**src/rtl/evt_pkg.sv**
```systemverilog
package evt_pkg;

   typedef enum logic [2:0] {
      TM_OFF   = 3'd0,
      TM_UNITS = 3'd1,
      TM_HUND  = 3'd2,
      TM_TENK  = 3'd3,
      TM_MILL  = 3'd4,
      TM_RSV5  = 3'd5,
      TM_RSV6  = 3'd6,
      TM_PAR   = 3'd7
   } tsel_e;

   typedef struct packed {
      logic       aie;
      logic       tae;
      logic [1:0] afn;
      logic       tie;
      tsel_e      tsel;
   } ctl_t;

   localparam logic [1:0] AFN_EVENT = 2'b01;

   localparam int unsigned TIMER_DIGITS = 2;

endpackage

```
**src/rtl/evt_bcd_chain.sv**
```systemverilog
module evt_bcd_chain #(
   parameter int unsigned DIGITS = 6
) (
   input  logic                  clk,
   input  logic                  rst_n,
   input  logic                  inc,
   input  logic                  par,
   output logic [DIGITS*4-1:0]   q_o,
   output logic [DIGITS*4-1:0]   nxt_o,
   output logic [DIGITS:0]       carry_o
);

   logic [DIGITS-1:0] nines;

   assign carry_o[0] = inc;

   generate
      if (DIGITS < 1) begin : g_bad_digits
         $error("evt_bcd_chain: DIGITS must be at least 1");
      end
      for (genvar i = 0; i < DIGITS; i++) begin : g_digit
         logic [3:0] d;
         logic       step;
         assign d        = q_o[i*4 +: 4];
         assign nines[i] = (d == 4'd9);
         assign step     = par ? inc : carry_o[i];
         assign carry_o[i+1] = inc & ~par & (&nines[i:0]);
         assign nxt_o[i*4 +: 4] = step ? (nines[i] ? 4'd0 : d + 4'd1) : d;

         assert_digit_bcd_R2 : assert property (@(posedge clk) disable iff (!rst_n)
            q_o[i*4 +: 4] <= 4'd9);
      end
   endgenerate

   always_ff @(posedge clk) begin
      if (!rst_n) q_o <= '0;
      else        q_o <= nxt_o;
   end

endmodule

```
**src/rtl/evt_regs.sv**
```systemverilog
module evt_regs
   import evt_pkg::*;
#(
   parameter int unsigned DIGITS = 6,
   parameter int unsigned AW     = 3
) (
   input  logic                  clk,
   input  logic                  rst_n,
   input  logic                  we,
   input  logic [AW-1:0]         addr,
   input  logic [7:0]            wdata,
   output ctl_t                  ctl_o,
   output logic [DIGITS*4-1:0]   alm_o,
   output logic [7:0]            talm_o,
   output logic                  clr_tf_o,
   output logic                  clr_af_o
);

   localparam int unsigned ABYTES = DIGITS / 2;
   localparam int unsigned A_TALM = ABYTES + 1;
   localparam int unsigned A_CLR  = ABYTES + 2;

   generate
      if ((1 << AW) < A_CLR + 1) begin : g_bad_aw
         $error("evt_regs: AW too small for register map");
      end
   endgenerate

   always_ff @(posedge clk) begin
      if (!rst_n) begin
         ctl_o  <= '0;
         talm_o <= '0;
      end else if (we) begin
         if (addr == AW'(0))      ctl_o  <= ctl_t'(wdata);
         if (addr == AW'(A_TALM)) talm_o <= wdata;
      end
   end

   generate
      for (genvar b = 0; b < ABYTES; b++) begin : g_alm
         always_ff @(posedge clk) begin
            if (!rst_n)                        alm_o[b*8 +: 8] <= '0;
            else if (we && addr == AW'(b + 1)) alm_o[b*8 +: 8] <= wdata;
         end
      end
   endgenerate

   assign clr_tf_o = we && (addr == AW'(A_CLR)) && wdata[0];
   assign clr_af_o = we && (addr == AW'(A_CLR)) && wdata[1];

endmodule

```
**src/rtl/evt_flags.sv**
```systemverilog
module evt_flags (
   input  logic clk,
   input  logic rst_n,
   input  logic set_tf,
   input  logic set_af,
   input  logic clr_tf,
   input  logic clr_af,
   input  logic tie,
   input  logic aie,
   output logic tf_o,
   output logic af_o,
   output logic irq_o
);

   always_ff @(posedge clk) begin
      if (!rst_n) begin
         tf_o <= 1'b0;
         af_o <= 1'b0;
      end else begin
         tf_o <= set_tf | (tf_o & ~clr_tf);
         af_o <= set_af | (af_o & ~clr_af);
      end
   end

   assign irq_o = (tf_o & tie) | (af_o & aie);

   assert_tset_wins_R8 : assert property (@(posedge clk) disable iff (!rst_n)
      set_tf |=> tf_o);
   assert_aset_wins_R8 : assert property (@(posedge clk) disable iff (!rst_n)
      set_af |=> af_o);
   assert_tsticky_R8 : assert property (@(posedge clk) disable iff (!rst_n)
      (tf_o && !clr_tf) |=> tf_o);
   assert_asticky_R8 : assert property (@(posedge clk) disable iff (!rst_n)
      (af_o && !clr_af) |=> af_o);

endmodule

```
**src/rtl/evt_alarm_ctl.sv**
```systemverilog
module evt_alarm_ctl
   import evt_pkg::*;
#(
   parameter int unsigned DIGITS = 6,
   parameter int unsigned AW     = 3
) (
   input  logic                  clk,
   input  logic                  rst_n,
   input  logic                  evt_i,
   input  logic                  we_i,
   input  logic [AW-1:0]         addr_i,
   input  logic [7:0]            wdata_i,
   output logic [DIGITS*4-1:0]   count_o,
   output logic [TIMER_DIGITS*4-1:0] timer_o,
   output logic                  tflag_o,
   output logic                  aflag_o,
   output logic                  irq_o
);

   localparam int unsigned IX_UNITS = 0;
   localparam int unsigned IX_HUND  = 2;
   localparam int unsigned IX_TENK  = 4;
   localparam int unsigned IX_MILL  = 6;
   localparam int unsigned IXW      = $clog2(DIGITS + 1);

   generate
      if (DIGITS < 6 || (DIGITS % 2) != 0) begin : g_bad_digits
         $error("evt_alarm_ctl: DIGITS must be even and at least 6");
      end
   endgenerate

   ctl_t                      ctl;
   logic [DIGITS*4-1:0]       alm;
   logic [7:0]                talm;
   logic                      clr_tf, clr_af;
   logic                      evt_q, evt_edge, par;
   logic [DIGITS*4-1:0]       cnt_nxt;
   logic [DIGITS:0]           cnt_carry;
   logic [TIMER_DIGITS*4-1:0] tmr_nxt;
   logic [TIMER_DIGITS:0]     tmr_carry;
   logic [IXW-1:0]            tap_ix;
   logic                      tap_en, tick, set_tf, set_af;

   always_ff @(posedge clk) begin
      if (!rst_n) evt_q <= 1'b0;
      else        evt_q <= evt_i;
   end

   assign evt_edge = evt_i & ~evt_q;
   assign par      = (ctl.tsel == TM_PAR);

   evt_regs #(.DIGITS(DIGITS), .AW(AW)) u_regs (
      .clk      (clk),
      .rst_n    (rst_n),
      .we       (we_i),
      .addr     (addr_i),
      .wdata    (wdata_i),
      .ctl_o    (ctl),
      .alm_o    (alm),
      .talm_o   (talm),
      .clr_tf_o (clr_tf),
      .clr_af_o (clr_af)
   );

   evt_bcd_chain #(.DIGITS(DIGITS)) u_cnt (
      .clk     (clk),
      .rst_n   (rst_n),
      .inc     (evt_edge),
      .par     (par),
      .q_o     (count_o),
      .nxt_o   (cnt_nxt),
      .carry_o (cnt_carry)
   );

   always_comb begin
      tap_en = 1'b1;
      tap_ix = IXW'(IX_UNITS);
      case (ctl.tsel)
         TM_UNITS: tap_ix = IXW'(IX_UNITS);
         TM_HUND:  tap_ix = IXW'(IX_HUND);
         TM_TENK:  tap_ix = IXW'(IX_TENK);
         TM_MILL:  tap_ix = IXW'(IX_MILL);
         TM_PAR:   tap_ix = IXW'(IX_UNITS);
         default:  tap_en = 1'b0;
      endcase
   end

   assign tick = tap_en & cnt_carry[tap_ix];

   evt_bcd_chain #(.DIGITS(TIMER_DIGITS)) u_tmr (
      .clk     (clk),
      .rst_n   (rst_n),
      .inc     (tick),
      .par     (par),
      .q_o     (timer_o),
      .nxt_o   (tmr_nxt),
      .carry_o (tmr_carry)
   );

   assign set_tf = tmr_carry[TIMER_DIGITS];
   assign set_af = (evt_edge && ctl.afn == AFN_EVENT && cnt_nxt == alm) ||
                   (tick && ctl.tae && tmr_nxt == talm);

   evt_flags u_flags (
      .clk    (clk),
      .rst_n  (rst_n),
      .set_tf (set_tf),
      .set_af (set_af),
      .clr_tf (clr_tf),
      .clr_af (clr_af),
      .tie    (ctl.tie),
      .aie    (ctl.aie),
      .tf_o   (tflag_o),
      .af_o   (aflag_o),
      .irq_o  (irq_o)
   );

   assert_count_hold_R2 : assert property (@(posedge clk) disable iff (!rst_n)
      !(evt_i && !evt_q) |=> $stable(count_o));
   assert_timer_hold_R4 : assert property (@(posedge clk) disable iff (!rst_n)
      (ctl.tsel == TM_OFF || ctl.tsel == TM_RSV5 || ctl.tsel == TM_RSV6) |=> $stable(timer_o));
   assert_alarm_off_R6 : assert property (@(posedge clk) disable iff (!rst_n)
      (ctl.afn != AFN_EVENT && !ctl.tae) |=> !$rose(aflag_o));
   assert_test_no_tflag_R3 : assert property (@(posedge clk) disable iff (!rst_n)
      (ctl.tsel == TM_PAR) |=> !$rose(tflag_o));

endmodule

```
**config.mk**
```make
export PLATFORM = sky130hd
export DESIGN_NAME = evt_alarm_ctl
export DESIGN_NICKNAME = d
export VERILOG_FILES = /design/src/rtl/evt_pkg.sv /design/src/rtl/evt_bcd_chain.sv /design/src/rtl/evt_regs.sv /design/src/rtl/evt_flags.sv /design/src/rtl/evt_alarm_ctl.sv
export SDC_FILE = /design/constraint.sdc
export NUM_CORES = 1
export LEC_CHECK = 0
export BUFFER_PORTS_ARGS = -buffer_cell sky130_fd_sc_hd__buf_4
export CAP_MARGIN = 20
export CELL_PAD_IN_SITES_DETAIL_PLACEMENT = 0
export CELL_PAD_IN_SITES_GLOBAL_PLACEMENT = 1
export CORE_ASPECT_RATIO = 1.25
export CORE_MARGIN = 2
export CORE_UTILIZATION = 40
export CTS_CLUSTER_DIAMETER = 200
export DETAILED_ROUTE_END_ITERATION = 10
export PLACE_DENSITY = 0.77
export SLEW_MARGIN = 20
export SYNTH_ARGS = -nofsm -noshare
export SYNTH_HDL_FRONTEND = slang
export SYNTH_SLANG_ARGS = --single-unit
export TNS_END_PERCENT = 20
```
**constraint.sdc**
```tcl
create_clock -name clk -period 3.6 [get_ports clk]
set_clock_uncertainty 0.15 [all_clocks]
set_input_delay 0.36 -clock clk [delete_from_list [all_inputs] [get_ports clk]]
set_output_delay 0.36 -clock clk [all_outputs]
set_load 0.05 [all_outputs]
```
**After elaboration in Yosys (flattened, before gate mapping)**

Index checks and enable logic that the tools add are counted.
Widths: inputs -> output; s select.

- Register bits after elaboration: 75
- Bits in latches: 0
- Memory bits (writable): 0
- ROM bits: 0
- Bits of input ports: 15
- Output and inout port bits: 35
- Logic and storage cells: 114
- Memories: 0

- Add/sub/neg operators: 8
- Multipliers: 0
- Divide/modulo/power cells: 0
- $lt $le $gt $ge: 1
- Equal/unequal tests: 21
- Shift-type cells: 0
- Multiplexer cells: 26
- Bitwise operators: 23
- Reductions and logical operators: 21

Operators with widths:

| kind | count |
|---|---|
| $mux 4 | 16 |
| $add 4x1->4 const B | 8 |
| $eq 4x4->1 const B | 8 |
| $eq 24x24->1 | 1 |
| $and 1x1->1 | 16 |
| $eq 3x2->1 const B | 4 |
| $eq 3x3->1 const B | 4 |
| $logic_and 1x1->1 | 10 |
| $pmux 3 s3 | 1 |
| $eq 8x8->1 | 1 |
| $mux 1 | 8 |
| $reduce_and 2->1 | 4 |
| $eq 3x1->1 const B | 2 |
| $reduce_and 6->1 | 1 |
| $reduce_and 5->1 | 1 |
| $reduce_or 5->1 | 1 |
| $lt 3x4->1 const B | 1 |
| $not 1->1 | 4 |
| $reduce_and 4->1 | 1 |
| $bmux 1 s3 | 1 |
| $logic_not 3->1 | 1 |
| $or 1x1->1 | 3 |
| $reduce_and 3->1 | 1 |
| $eq 2x1->1 const B | 1 |
| $logic_or 1x1->1 | 1 |

**Longest topological paths before layout**

Gate-level depths: netlist of the first run.

- Depth after elaboration: 15
- Gate-level depth with buffers: 10
- Mapped depth without buffers: 8

**Modules after synthesis**

Synthesis of the first run repeated with hierarchy kept, for this count alone.

- Cells, all modules: 423
- Area, all modules: 3903.7 um^2

Modules (own cells, without submodules):

| module | instances | cells an instance | area each (um^2) | seq. area each (um^2) |
|---|---|---|---|---|
| evt_regs | 1 | 146 | 1507.7 | 800.8 |
| evt_bcd_chain (u_cnt) | 1 | 167 | 1426.4 | 480.5 |
| evt_alarm_ctl | 1 | 57 | 465.4 | 20.0 |
| evt_bcd_chain (u_tmr) | 1 | 46 | 426.7 | 160.2 |
| evt_flags | 1 | 7 | 77.6 | 40.0 |

**Worst setup path before layout of the first run**

No wires, ideal clock.

- Path type: flip-flop to flip-flop
- From: register u_cnt.q_o[0]
- To: register u_flags.af_o
- Setup time: 0.096 ns
- Arrival time: 2.624 ns
- Data required time: 3.354 ns
- Path slack: 0.730 ns
- Cell stages (with the launch flop): 11
- Path buffers: 2
- Period minus slack after synthesis: 2.870 ns
- Cell sequence: dfxtp_1 > buf_2 > nand4bb_4 > or3_1 > clkbuf_1 > a21oi_1 > mux2i_1 > xnor2_1 > nor4_1 > nand4_1 > o41ai_2

- Longest elaborated chain between the ends: 14
- Elaborated cells between the ends (all ways): 40
- Those cells by class: 1 x add/sub; 3 x eq/ne; 17 x mux; 10 x bitwise; 9 x reduce/logical

Ends and longest elaborated chain:

| what | line | RTL |
|---|---|---|
| start, declared | evt_bcd_chain.sv:8 | `output logic [DIGITS*4-1:0] q_o,` |
| start signal, assigned | evt_bcd_chain.sv:37 | `else q_o <= nxt_o;` |
| $eq 4x4->1 | evt_bcd_chain.sv:25 | `assign nines[i] = (d == 4'd9);` |
| $reduce_and 6->1, or another cell as far along | evt_bcd_chain.sv:27 | `assign carry_o[i+1] = inc & ~par & (&nines[i:0]);` |
| $and 1x1->1 | evt_bcd_chain.sv:27 |  |
| $bmux 1 s3 | evt_alarm_ctl.sv:88 | `assign tick = tap_en & cnt_carry[tap_ix];` |
| $mux 1 (implied by the code) | evt_alarm_ctl.sv:88 |  |
| $and 1x1->1 | evt_alarm_ctl.sv:88 |  |
| $and 1x1->1 (2 in series) | evt_bcd_chain.sv:27 |  |
| $mux 1 | evt_bcd_chain.sv:26 | `assign step = par ? inc : carry_o[i];` |
| $mux 4 | evt_bcd_chain.sv:28 | `assign nxt_o[i*4 +: 4] = step ? (nines[i] ? 4'd0 : d + 4'd1) : d;` |
| $eq 8x8->1 | evt_alarm_ctl.sv:102 | `(tick && ctl.tae && tmr_nxt == talm);` |
| $logic_and 1x1->1 | evt_alarm_ctl.sv:102 |  |
| $logic_or 1x1->1 (*) | evt_alarm_ctl.sv:101 | `assign set_af = (evt_edge && ctl.afn == AFN_EVENT && cnt_nxt == alm) \|\|` |
| $or 1x1->1 (*) | evt_flags.sv:21 | `af_o <= set_af \| (af_o & ~clr_af);` |
| end signal, assigned | evt_flags.sv:21 |  |
| end, declared | evt_flags.sv:11 | `output logic af_o,` |

Every way passes the cells marked *; elsewhere a longest branch is shown, timed or not. The select of a mux whose other input is x is not followed.
A chain may end at the register's enable or synchronous reset.

**Final worst setup path of the first run**

- From: register u_cnt.q_o[8]
- To: register u_flags.af_o

- Longest elaborated chain between the ends: 14
- Elaborated cells between the ends (all ways): 33
- Those cells by class: 1 x add/sub; 3 x eq/ne; 13 x mux; 8 x bitwise; 8 x reduce/logical

Ends and longest elaborated chain:

| what | line |
|---|---|
| $eq 4x4->1 | evt_bcd_chain.sv:25 |
| $reduce_and 6->1, or another cell as far along | evt_bcd_chain.sv:27 |
| $and 1x1->1 | evt_bcd_chain.sv:27 |
| $bmux 1 s3 | evt_alarm_ctl.sv:88 |
| $mux 1 (implied by the code) | evt_alarm_ctl.sv:88 |
| $and 1x1->1 | evt_alarm_ctl.sv:88 |
| $and 1x1->1 (2 in series) | evt_bcd_chain.sv:27 |
| $mux 1 | evt_bcd_chain.sv:26 |
| $mux 4 | evt_bcd_chain.sv:28 |
| $eq 8x8->1 | evt_alarm_ctl.sv:102 |
| $logic_and 1x1->1 | evt_alarm_ctl.sv:102 |
| $logic_or 1x1->1 (*) | evt_alarm_ctl.sv:101 |
| $or 1x1->1 (*) | evt_flags.sv:21 |

Marks and branches as above.

==> results.md, run 1 <==
• **required time worst endpoint** 3.69 ns
• **worst path cell trace** nand4bb_1 > or3_1 > a21oi_1 > mux2i_1 > xnor2_1 > nor4_1 > nand4_1 > o41ai_2
• **synthesized cell area** 4298 µm²
• **delay of the slowest cell on the worst path** 0.59 ns
• **count of different cell masters after synthesis** 66
• **Critical R2R Capture** u_flags.af_o
• **Pint** 1489 µW
• **outcome** complete, no violations
• **Routed Wire Length** 11410 µm
• **cell row count** 42
• **H-tree depth reported by CTS** 3
• **proportion of register bits with asynchronous set or reset after synthesis** 0%
• **RD Place Congestion** 0.8866
• **slew at the pin closest to its max-slew limit** 1.000 ns
• **Cell Pwr Density** 381.5 nW/µm²
• **Clock Path Buffers** 2
• **commonest non-fill, non-tap cells in the layout** sky130_fd_sc_hd__nand2_1, sky130_fd_sc_hd__dfxtp_1, sky130_fd_sc_hd__buf_4
• **share of total power consumed by net switching** 22.92%
• **Max Fclk** 353.6 MHz
• **Psw** 442.9 µW
• **HPWL Detailed** 8419 µm
• **number of max-cap violations** 0
• **buffers inserted by post-CTS timing repair** 0
• **minimum clock period after layout** 2.828 ns
• **Synth Area per Inst** 8.265 µm²
• **Clock power frac** 49.1%
• **share of synthesized area occupied by flip-flops and latches** 34.93%
• **#FFs+latches synth** 75
• **most used flip-flop cell after synthesis** sky130_fd_sc_hd__dfxtp_1
• **Port-buffer cells** 49
• **post-DR vias/cell** 5.461
• **startpoint kind of the worst setup timing path** flip-flop
• **cell area reported after detailed placement** 4751 µm²
• **setup TNS** 0 ns
• **pin count of the biggest net entering global routing** 77
• **Max Slew Vio Count** 0
• **number of diodes added for antenna fixing** 0
• **number of buffers and inverters on the critical path** 0
• **flop-to-flop setup slack** 0.77 ns
• **combinational cell fraction of total power** 6.4%
• **height of the die** 119.9 µm
• **Initial Utilization** 40.89%
• **core footprint** 10510 µm²
• **Reg power frac** 44.4%
• **uppermost routed layer** met4
• **clock insertion delay at the later pin of the skew report** 0.34 ns
• **source of the worst register-to-register timing path** u_cnt.q_o[8]
• **global-route total usage across every layer** 20.21%
• **Clock transition at path regs** 0.06 ns
• **Iteration-0 DRC Markers** 216
• **global-route wire length before repair** 18780 µm
• **hold slack final** 0.1357 ns
• **net count of the finished layout** 574
• **RSZ-0062 raised after global routing** false
• **worst-path fanout max** 13
• **final global-route overflow total** 0
• **family of cells with the greatest summed delay on the critical path** simple AND/OR/NAND/NOR gates
• **master of the slowest instance on the critical path** sky130_fd_sc_hd__dfxtp_1
• **worst setup path class** flip-flop to flip-flop
• **quantity of gates resized following cts** 0
• **CTS Buf Count** 9
• **fin util** 48.19%
• **routed metal-1 wire length** 4825 µm
• **Area growth, synth to finish** 17.85%
• **detailed-router iteration count before antenna repair** 4
• **maximum resistive drop on vdd** 0.2241 mV
• **number of global-route vias before repair** 3542
• **routed length per placed instance** 16.40 µm
• **source of the critical timing path** u_cnt.q_o[8]
• **worst setup path endpoint** u_flags.af_o
• **Finished Layout Cells** 696
• **antenna violations before repair** 0
• **horizontal extent of the die** 96.72 µm
• **Layout Cell Area excl Fill** 5065 µm²
• **post-detailed-route DRC marker count** 0
• **worst max-slew margin expressed relative to the limit** 32.79%
• **static power due to leakage** 0.001865 µW
• **post-synthesis net count** 535
• **met3 wirelength from detailed routing** 517 µm
• **kind of end point of the critical path** flip-flop
• **Antenna Nets Post-Route** 0
• **wire length on met2** 5797 µm
• **number of flops mapped to enable cells by yosys** 0
• **number of setup violations in the final report** 0
• **cell count after placement** 680
• **Synthesis Warnings** 0
• **total clock sinks** 75
• **clock tree from TritonCTS** yes
• **Post-Synthesis Cells** 520
• **arrival time reported for the critical path endpoint** 2.92 ns
• **total via count in the routed design** 3801
• **leading cell type in the layout, fill and taps excluded** sky130_fd_sc_hd__nand2_1
• **number of cells on the critical path** 8
• **Reg2Reg Depth** 8
• **number of top-level pins** 50
• **cts-stage hold buffer count** 0
• **die area** 11600 µm²
• **Final Cycle Share** 78.55%
• **root buffer selected by CTS** sky130_fd_sc_hd__clkbuf_16
• **Hold Vio Cnt, Final** 0
• **Worst Hold Class** primary input to flip-flop
• **share of final-layout standard cells stronger than drive strength 1** 14.54%
final cells by class:
type	instances	area [µm²]
fill	1048	5445
multi-input combinational	412	2660
sequential	75	1501
timing repair buffer	52	390.4
clock buffer	13	270.3
tap	132	165.2
clock inverter	3	43.79
inverter	9	33.78
routing by layer:
metal	global-route usage, %	vias to the layer above
met5	0	-
met4	8.187	0
met3	4.543	23
met2	34.90	102
met1	24.29	1793
li1	-	1883
sequential cells by signal (all words and copies together) (netlist names):
register,count
u_cnt.q_o,24
u_regs.alm_o,24
u_regs.ctl_o,8
u_regs.talm_o,8
u_tmr.q_o,8
evt_q,1
u_flags.af_o,1
u_flags.tf_o,1
through the flow:
stage / worst slack (ns) / power (µW)
2_1_floorplan: 0.7299 / 951.5
3_3_place_gp: 0.8657 / 1000
3_5_place_dp: 0.7992 / 1001
4_1_cts: 0.7552 / 1951
5_1_grt: 0.5474 / 2001
6_report: 0.7721 / 1932
kinds of logic (layout without fill, tap and decap cells):
group | count (synthesis) | in the layout | share of synthesized area (%)
and+or+nand+nor | 238 | 238 | 29.87
AOI/OAI and AO/OA | 110 | 110 | 18.40
DFF | 75 | 75 | 34.93
xor gates and xnor gates | 46 | 46 | 9.374
buffers and inverters | 33 | 77 | 3.173
muxes | 18 | 18 | 4.250
worst reg2reg max path, stage by stage, from the launching register on:
cell and delay [ns]:
sky130_fd_sc_hd__dfxtp_1 0.59, sky130_fd_sc_hd__nand4bb_1 0.25, sky130_fd_sc_hd__or3_1 0.48, sky130_fd_sc_hd__a21oi_1 0.28
sky130_fd_sc_hd__mux2i_1 0.29, sky130_fd_sc_hd__xnor2_1 0.09, sky130_fd_sc_hd__nor4_1 0.20, sky130_fd_sc_hd__nand4_1 0.17
sky130_fd_sc_hd__o41ai_2 0.22
power by group through the flow:
stage / Sequential, µW / Combinational [µW] / Clock [µW]
final: 858 / 124 / 950
after global placement: 876 / 124 / 0
after detailed placement: 877 / 125 / 0
after floorplan: 879 / 72.8 / 0
after global routing: 860 / 137 / 1000
after CTS: 858 / 125 / 968
worst min-delay path by stage:
stage | startpoint | end | slack, ns | cells past startpoint
finish | evt_i | evt_q | 0.14 | 2
global route | evt_i | evt_q | 0.15 | 2
CTS | evt_i | evt_q | 0.13 | 2
detailed placement | u_regs.ctl_o[7] | u_regs.ctl_o[7] | 0.31 | 2
global placement | u_regs.ctl_o[7] | u_regs.ctl_o[7] | 0.31 | 2
floorplan | u_regs.ctl_o[7] | u_regs.ctl_o[7] | 0.29 | 2
cell usage after synthesis (8+ instances only):
master                     number  area [µm²]
sky130_fd_sc_hd__a21boi_0      36       270.3
sky130_fd_sc_hd__a21oi_1       16       80.08
sky130_fd_sc_hd__and2_1        17       106.4
sky130_fd_sc_hd__clkbuf_1      19       71.32
sky130_fd_sc_hd__dfxtp_1       75        1501
sky130_fd_sc_hd__inv_1          9       33.78
sky130_fd_sc_hd__mux2i_1       16       160.2
sky130_fd_sc_hd__nand2_1       89       334.1
sky130_fd_sc_hd__nand2b_1       8       50.05
sky130_fd_sc_hd__nand3_1       12       60.06
sky130_fd_sc_hd__nor2_1        26       97.59
sky130_fd_sc_hd__nor2b_1       36       225.2
sky130_fd_sc_hd__nor3_1         8       40.04
sky130_fd_sc_hd__o21ai_0       19       95.09
sky130_fd_sc_hd__xnor2_1       31       271.5
sky130_fd_sc_hd__xor2_1        15       131.4
(Power assumes the default switching activity.)
==> inputs of run 2 (changes only) <==
ABC_AREA = 1   (was not set)
CORE_UTILIZATION = 37   (was 40)
PLACE_DENSITY = 0.79   (was 0.77)
clock period = 2.59 ns   (was 3.6 ns; I/O delays follow)
==> results.md, run 2 <==
• **outcome** complete, no violations
• **CTS Buf Count** 9
• **Post-Place Worst Slack** 0.2373 ns
• **root buffer selected by CTS** sky130_fd_sc_hd__clkbuf_16
• **Clock Path Buffers** 2
• **Hold Vio Cnt, Final** 0
• **number of global-route vias before repair** 3920
• **cell row count** 43
• **number of top-level pins** 50
• **global-route total usage across every layer** 20.07%
• **Finished Layout Cells** 838
• **horizontal extent of the die** 98.69 µm
• **cell count after placement** 822
• **source of the worst register-to-register timing path** u_cnt.q_o[8]
• **hold_sp** wdata_i[5]
• **height of the die** 122.4 µm
• **post-detailed-route DRC marker count** 0
• **Largest regs** u_cnt.q_o (24), u_regs.alm_o (24)
• **clock insertion delay at the later pin of the skew report** 0.34 ns
• **Area growth, synth to finish** 21.00%
• **arrival time reported for the critical path endpoint** 2.43 ns
• **Pint** 2058 µW
• **number of diodes added for antenna fixing** 0
• **flop-to-flop setup slack** 0.25 ns
• **hold slack final** 0.08299 ns
• **Most common cell on crit path** sky130_fd_sc_hd__nor2_1
• **Cell Pwr Density** 540.6 nW/µm²
• **slew at the pin closest to its max-slew limit** 0.7010 ns
• **Synthesis Warnings** 0
• **RD Place Congestion** 0.8748
• **share of synthesized area spent on multiplexers** 0%
• **main combinational cell family by area after synthesis** simple AND/OR/NAND/NOR gates
• **HPWL Detailed** 8906 µm
• **number of flops mapped to enable cells by yosys** 0
• **delay of the slowest cell on the worst path** 0.53 ns
• **fraction of post-synthesis cell area in the top cell type by area** 36.21%
• **worst-path fanout max** 14
• **share of total power consumed by net switching** 24.15%
• **compound-gate portion of the synthesized area** 14.85%
• **static power due to leakage** 0.002233 µW
• **core footprint** 11030 µm²
• **Final Cycle Share** 91.76%
• **Critical R2R Capture** u_flags.af_o
• **fin worst setup slack** 0.2133 ns
• **minimum clock period after layout** 2.377 ns
• **cell area reported after detailed placement** 4695 µm²
• **post-DR vias/cell** 5.029
• **number of max-cap violations** 0
• **dominant cells by area after synthesis** sky130_fd_sc_hd__dfxtp_1, sky130_fd_sc_hd__nand2_1, sky130_fd_sc_hd__nand3_1
• **simple logic cell fraction of the synthesized area** 37.69%
• **proportion of register bits with asynchronous set or reset after synthesis** 0%
• **Port-buffer cells** 49
• **Clock power frac** 46.5%
• **antenna violations before repair** 0
• **startpoint kind of the worst setup timing path** primary input
• **Reg2Reg Depth** 15
• **routed length per placed instance** 14.16 µm
• **detailed-router iteration count before antenna repair** 4
• **post-synthesis net count** 658
• **Initial Utilization** 37.60%
• **Worst Hold Class** primary input to flip-flop
• **total via count in the routed design** 4214
• **combinational cell fraction of total power** 9.0%
• **worst setup path class** primary input to flip-flop
• **pin count of the biggest net entering global routing** 43
• **Max Slew Vio Count** 0
• **H-tree depth reported by CTS** 3
• **Psw** 655.0 µW
• **share of final-layout standard cells stronger than drive strength 1** 15.79%
• **XOR/XNOR Fraction of Synth Area** 1.479%
• **Iteration-0 DRC Markers** 226
• **Antenna Nets Post-Route** 0
• **final global-route overflow total** 0
• **die area** 12070 µm²
• **Routed Wire Length** 11860 µm
• **master of the slowest instance on the critical path** sky130_fd_sc_hd__dlygate4sd3_1
• **worst max-slew margin expressed relative to the limit** 53.21%
• **number of setup violations in the final report** 0
• **maximum resistive drop on vdd** 0.3194 mV
• **kind of end point of the critical path** flip-flop
• **Clock transition at path regs** 0.06 ns
• **total clock sinks** 75
• **commonest non-fill, non-tap cells in the layout** sky130_fd_sc_hd__nand2_1, sky130_fd_sc_hd__inv_1, sky130_fd_sc_hd__nor2_1
• **list of most frequent post-synthesis cells** sky130_fd_sc_hd__nand2_1, sky130_fd_sc_hd__inv_1, sky130_fd_sc_hd__nor2_1
• **source of the critical timing path** evt_i
• **synthesized cell area** 4146 µm²
• **worst setup path endpoint** u_flags.af_o
• **share of synthesized area occupied by flip-flops and latches** 36.21%
• **most used flip-flop cell after synthesis** sky130_fd_sc_hd__dfxtp_1
• **global-route wire length before repair** 19030 µm
• **most area-hungry cell type in the Yosys netlist** sky130_fd_sc_hd__dfxtp_1
• **clock tree from TritonCTS** yes
• **#FFs+latches synth** 75
• **fraction of the mapped netlist area in adder cells** 0%
• **fillcell total** 1144
• **count of different cell masters after synthesis** 31
• **required time worst endpoint** 2.64 ns
• **Post-Synthesis Cells** 643
• **net count of the finished layout** 714
• **Max Fclk** 420.8 MHz
• **leading cell type in the layout, fill and taps excluded** sky130_fd_sc_hd__nand2_1
• **Reg power frac** 44.5%
• **Synth Area per Inst** 6.449 µm²
• **worst path cell trace** dlygate4sd3_1 > buf_4 > inv_1 > nor2_4 > buf_6 > buf_6 > nand3_4 > o21ai_0 > nand2_1 > nand3_1 > nor2_1 > nand3_1 > nand2_1 > nor2_1 > nor2_1
• **setup TNS** 0 ns
• **Layout Cell Area excl Fill** 5017 µm²
• **most instantiated library cell after synthesis** sky130_fd_sc_hd__nand2_1
run 2: changes by cell type after synthesis, moves of 17 or more:
cell	before	now
sky130_fd_sc_hd__inv_1	9	84
sky130_fd_sc_hd__nor2_1	26	78
sky130_fd_sc_hd__nand2_1	89	138
sky130_fd_sc_hd__a21oi_1	16	55
sky130_fd_sc_hd__o21ai_0	19	58
sky130_fd_sc_hd__xnor2_1	31	2
sky130_fd_sc_hd__nand3_1	12	72
sky130_fd_sc_hd__and2_1	17	0
sky130_fd_sc_hd__a21boi_0	36	0
sky130_fd_sc_hd__nor2b_1	36	0
run 2: what timing repair did:
action / 4_1_cts / 5_1_grt
resized for setup: 0 / 5
hold buffers: 1 / 0
buffers inserted: 0 / 0
hold endpoints to repair: 1 / 0
setup endpoints to repair: 0 / 1
run 2: cell type report:
cell class	count	area, µm²	share of cell area, %
multi-input cells	464	2248	44.81
well taps	135	168.9	3.367
flip-flops and latches	75	1503	29.95
inverters	91	344.1	6.858
repair buffers	58	457.9	9.127
clock buffers	13	260.3	5.187
clock inverters	2	35.03	0.6983
run 2: routing by layer:
metal / vias up / routed length (µm) / GRT usage (%) / share of wire [%]
li1: 2208 / - / - / -
met3: 23 / 463 / 2.677 / 3.9
met4: 0 / 331 / 9.247 / 2.8
met5: - / 0 / 0 / 0
met1: 1894 / 5473 / 25.58 / 46
met2: 89 / 5593 / 33.80 / 47
run 2: metrics by stage:
| stage | power, µW | utilization (%) |
|---|---|---|
| finish | 2713 | 45.49 |
| global route | 2824 | 45.49 |
| CTS | 2738 | 45.33 |
| detailed placement | 1472 | 42.56 |
| global placement | 1469 | 42.56 |
| floorplan | 1382 | - |
run 2: worst min path at each step:
stage / endpoint / slack, ns / cells past startpoint
floorplan: evt_q / 0.20 / 2
global placement: u_regs.talm_o[2] / 0.31 / 2
detailed placement: u_regs.alm_o[1] / 0.31 / 2
CTS: u_regs.alm_o[13] / 0.08 / 3
global route: u_regs.alm_o[15] / 0.11 / 3
finish: u_regs.alm_o[13] / 0.08 / 3
run 2: critical path, delay by kind of cell:
kind            cells  cell delay [ns]
simple gates        9             0.85
buf+inv             5             1.07
compound gates      1             0.24
run 2: logic make-up (layout without fill, tap and decap cells):
kind of cell,Yosys count,count (layout)
AND/OR/NAND/NOR,338,338
XOR/XNOR,7,7
AO/OA/AOI/OAI,119,119
flip-flops,75,75
buffers and inverters,104,164
run 2: power groups by stage:
stage	combinational (µW)	clock [µW]	sequential, µW
global route	271	1340	1210
floorplan	136	0	1250
detailed placement	240	0	1230
finish	244	1260	1210
global placement	238	0	1230
CTS	242	1290	1210
